<file path="src/rtl/rx_irq_gen.sv">
module rx_irq_gen #(
  parameter int CNT_W = 8
) (
  input  logic             clk,
  input  logic             rst_n,
  input  logic             ext_mode,
  input  logic [CNT_W-1:0] mhr_len,
  input  logic             hdr_ok,
  input  logic             byte_stb,
  input  logic             frame_end,
  input  logic             addr_pass,
  input  logic             fcs_ok,
  input  logic             tx_done,
  input  logic             mask_wr,
  input  logic [3:0]       mask_wdata,
  input  logic             gie,
  input  logic             stat_rd,
  output logic [3:0]       stat_q,
  output logic [3:0]       mask_q,
  output logic             irq
);
  localparam logic [CNT_W-1:0] CNT_MAX = '1;

  logic             active;
  logic [CNT_W-1:0] cnt;
  logic [3:0]       stat, mask, ev;
  logic             byte_in, am_hit, end_in, end_ok;

  assign byte_in = byte_stb && active && !hdr_ok;
  assign am_hit  = byte_in && (mhr_len != '0) &&
                   ({1'b0, cnt} + 1'b1 == {1'b0, mhr_len});
  assign end_in  = frame_end && active && !hdr_ok;
  assign end_ok  = !ext_mode || (addr_pass && fcs_ok);

  assign ev[0] = hdr_ok;
  assign ev[1] = am_hit && addr_pass;
  assign ev[2] = end_in && end_ok;
  assign ev[3] = tx_done;

  always_ff @(posedge clk or negedge rst_n) begin
    if (!rst_n) begin
      active <= 1'b0;
      cnt    <= '0;
    end else if (hdr_ok) begin
      active <= 1'b1;
      cnt    <= '0;
    end else if (end_in) begin
      active <= 1'b0;
    end else if (byte_in && cnt != CNT_MAX) begin
      cnt <= cnt + 1'b1;
    end
  end

  always_ff @(posedge clk or negedge rst_n) begin
    if (!rst_n) begin
      stat <= '0;
      mask <= '0;
    end else begin
      stat <= (stat_rd ? 4'b0 : stat) | ev;
      if (mask_wr) mask <= mask_wdata;
    end
  end

  assign stat_q = stat;
  assign mask_q = mask;
  assign irq    = gie && |(stat & mask);
endmodule


</file>
<file path="config.mk">
export PLATFORM = sky130hd
export DESIGN_NAME = rx_irq_gen
export DESIGN_NICKNAME = d
export VERILOG_FILES = /design/src/rtl/rx_irq_gen.sv
export SDC_FILE = /design/constraint.sdc
export NUM_CORES = 1
export LEC_CHECK = 0
export ABC_AREA = 0
export BUFFER_PORTS_ARGS = -buffer_cell sky130_fd_sc_hd__buf_4
export CAP_MARGIN = 20
export CORE_ASPECT_RATIO = 0.8
export CORE_MARGIN = 4
export CORE_UTILIZATION = 35
export DETAILED_ROUTE_END_ITERATION = 10
export PLACE_DENSITY = 0.62
export SLEW_MARGIN = 20
export SYNTH_ARGS = -nofsm -noshare
export SYNTH_HDL_FRONTEND = slang
export SYNTH_SLANG_ARGS = --single-unit
export TNS_END_PERCENT = 30
</file>
<file path="constraint.sdc">
create_clock -name clk -period 3.6 [get_ports clk]
set_clock_uncertainty 0.15 [all_clocks]
set_input_delay 0.18 -clock clk [delete_from_list [all_inputs] [get_ports clk]]
set_output_delay 0.18 -clock clk [all_outputs]
set_load 0.05 [all_outputs]
</file>
==> run summary <==
Design area: 1430 um2
Power share of the clock group: 31.1%
Dpl hpwl: 2140 um
Worst endpoint required time: 3.60 ns
Critical Path Fanout Max: 5
Logic pwr share: 23.4%
H-tree Lvls: 1
Placed Cells: 172
Mux contribution to synthesized area: 4.25%
Final setup vio count: 0
Synth Area in Simple Gates: 20.5%
Area share of xor/xnor cells in the synthesized design: 7.43%
Final hold slack: 0.00762 ns
# IOs: 33
Hold crit path type: in -> reg
Tightest Pin Transition: 0.399 ns
Internal power: 0.325 mW
Vias per inst: 5.38
Total number of vias: 974
Headroom to the max-slew limit: 73.3%
Endpoint class of the critical path: flip-flop
Total chip power: 0.456 mW
Starting DRT DRC Count: 58
CP Class: reg -> reg
P&R area growth vs syn: 34.4%
Worst skew pair latency: 0.25 ns
CTS sink count: 17
Net switching power: 0.131 mW
Synth Area in Adders: 1.18%
Cell Area, Placed: 1330 um2
YS warnings: 0
Synthesized cell area: 1060 um2
Num CTS Buffers: 3
Final Hold Viols: 0
Reg clk slew, reported paths: 0.06 ns
Syn nets: 130
Max-cap violations: 0
Post-CTS setup buffers: 0
Die area: 3980 um2
First-pass DRT Iterations: 4
Die Height: 57.2 um
Worst slack, placed: 1.63 ns
Share of post-route cells with drive strength above 1: 35.0%
Unrepaired setup endpoints after global routing: no
Core ar.: 2830 um2
Setup slack after layout: 1.64 ns
CTS tree: yes
Power Dens Cells: 320 nW/um2
Mean Syn Cell Area: 10.1 um2
Starting Density: 37.5%
Startpoint Class: flip-flop
Largest net degree at the start of global routing: 18
DRC: 0
Slew Limit Fails: 0
Leak pwr: 0.619 nW
WL/cell: 15.4 um
CTS root buffer: clkbuf_8
Sw Share: 28.8%
GPL Wtd Cong: 0.844
Status: completed
WL final: 2790 um
IO buf count: 32
Post-route core utilization: 50.4%
Sequential area share after synthesis: 40.1%
Final Cycle Share: 54.6%
Final worst path period need: 1.96 ns
Max clock buf depth: 2
Compound-gate portion of the synthesized area: 23.5%
Initial antenna violation count: 0
Syn Inst Count: 105
Final Net Count: 169
Setup TNS: 0 ns
Part of the power in registers: 45.5%
ANT cells: 0
Combinational family with the most area after synthesis: compound AO/OA/AOI/OAI gates
Max Clock Freq: 509 MHz
Gr ovfl total: 0
Row count: 17
Die X: 69.6 um
Finished Layout Cells: 181
Worst Path Arrival: 1.97 ns
Register-to-Register Setup Slack: 1.64 ns
Post-route ant nets: 0
GRT Resource Usage Total: 14.0%
Vias in the first global route: 895
Worst-case vdd ir drop: 209 uV
Resized Gates After CTS: 0
Yosys reg bits: 17
First-pass GRT wire length: 4460 um
Synth cell types: 40
==> path summary, 6_finish.rpt <==
kind                                         end  cells after the start                start
max                          stat_q[1]$_DFF_PN0_                      5   cnt[0]$_DFFE_PN0P_
min                        mask_q[1]$_DFFE_PN0P_                      2        mask_wdata[1]
max reg2reg                  stat_q[1]$_DFF_PN0_                      5   cnt[0]$_DFFE_PN0P_
min reg2reg                  stat_q[0]$_DFF_PN0_                      1  stat_q[0]$_DFF_PN0_
max in group asynchronous    stat_q[3]$_DFF_PN0_                      2                rst_n
min in group asynchronous     cnt[7]$_DFFE_PN0P_                      2                rst_n
==> critical path, cell delays in order (launching register included) <==
cell,delay [ns]
dfrtp_1,0.43
ha_1,0.34
xor2_1,0.15
nor4b_1,0.39
o211ai_1,0.18
o41ai_2,0.22
==> logic make-up (layout without fill, tap and decap cells) <==
group | after synthesis | in the layout
muxes | 4 | 4
xor gates and xnor gates | 9 | 9
buffers and inverters | 7 | 45
AOI/OAI and AO/OA | 34 | 34
DFF | 17 | 17
adders and majority gates | 1 | 1
and+or+nand+nor | 33 | 33
==> cell usage after synthesis (all sizes together) <==
master   instances  area (um2)
dfrtp           17         425
o21ai            8        40.0
a21oi            6        30.0
nand2            6        22.5
nand3            6        40.0
or3              5        31.3
xnor2            5        43.8
inv              4        15.0
mux2             4        45.0
o211ai           4        40.0
xor2             4        35.0
a22oi            3        22.5
a31o             3        26.3
nor4             3        25.0
a21boi           2        15.0
a21o             2        15.0
clkbuf           2        10.0
nor2             2        7.51
nor2b            2        12.5
nor4b            2        23.8
a221oi           1        8.76
a32o             1        10.0
and2             1        6.26
and4b            1        10.0
buf              1        7.51
ha               1        12.5
nand2b           1        6.26
nand3b           1        7.51
nand4            1        12.5
nor3             1        5.00
nor3b            1        7.51
o2111ai          1        8.76
o21ba            1        10.0
o22ai            1        6.26
o41ai            1        16.3
==> registers in the layout, summed over array words and instances, names as in the netlist <==
register / cells
mask_q: 4
active: 1
cnt: 8
stat_q: 4
==> repair_timing <==
item / CTS / global route
hold buffers: 4 / 1
endpoints found under the setup margin: 0 / 0
endpoints found under the hold margin: 22 / 1
==> cell type report <==
type / instances / area (um2)
inverter: 4 / 15.0
sequential: 17 / 425
multi-input combinational: 81 / 603
timing repair buffer: 37 / 290
fill: 278 / 1400
tap: 38 / 47.5
clock buffer: 4 / 45.0
==> routing by layer <==
metal / wire, um / vias to the layer above / share of wire (%) / track usage (%)
met5: 0 / - / 0 / 0
met4: 12 / 0 / 0.43 / 2.51
met3: 95 / 2 / 3.4 / 4.05
met2: 1420 / 13 / 51 / 22.6
met1: 1260 / 485 / 45 / 19.1
li1: - / 474 / - / -
==> power groups by stage <==
stage	logic (mW)	clock network, mW	registers, mW
after global routing	0.113	0.158	0.209
after detailed placement	0.103	0	0.211
after CTS	0.107	0.148	0.208
after floorplan	0.0308	0	0.235
final	0.107	0.142	0.208
after global placement	0.102	0	0.211
==> placed cells by master (no fill, tap or decap), drive strengths merged, types with 4 or more instances in the layout <==
master       netlist  routed
mux2               4       4
inv                4       4
nand2              6       6
o21ai              8       8
dlygate4sd3        0       5
or3                5       5
o211ai             4       4
dfrtp             17      17
clkbuf             2       4
a21oi              6       6
xor2               4       4
buf                1      32
xnor2              5       5
nand3              6       6
Power figures use the tool's default switching activity.
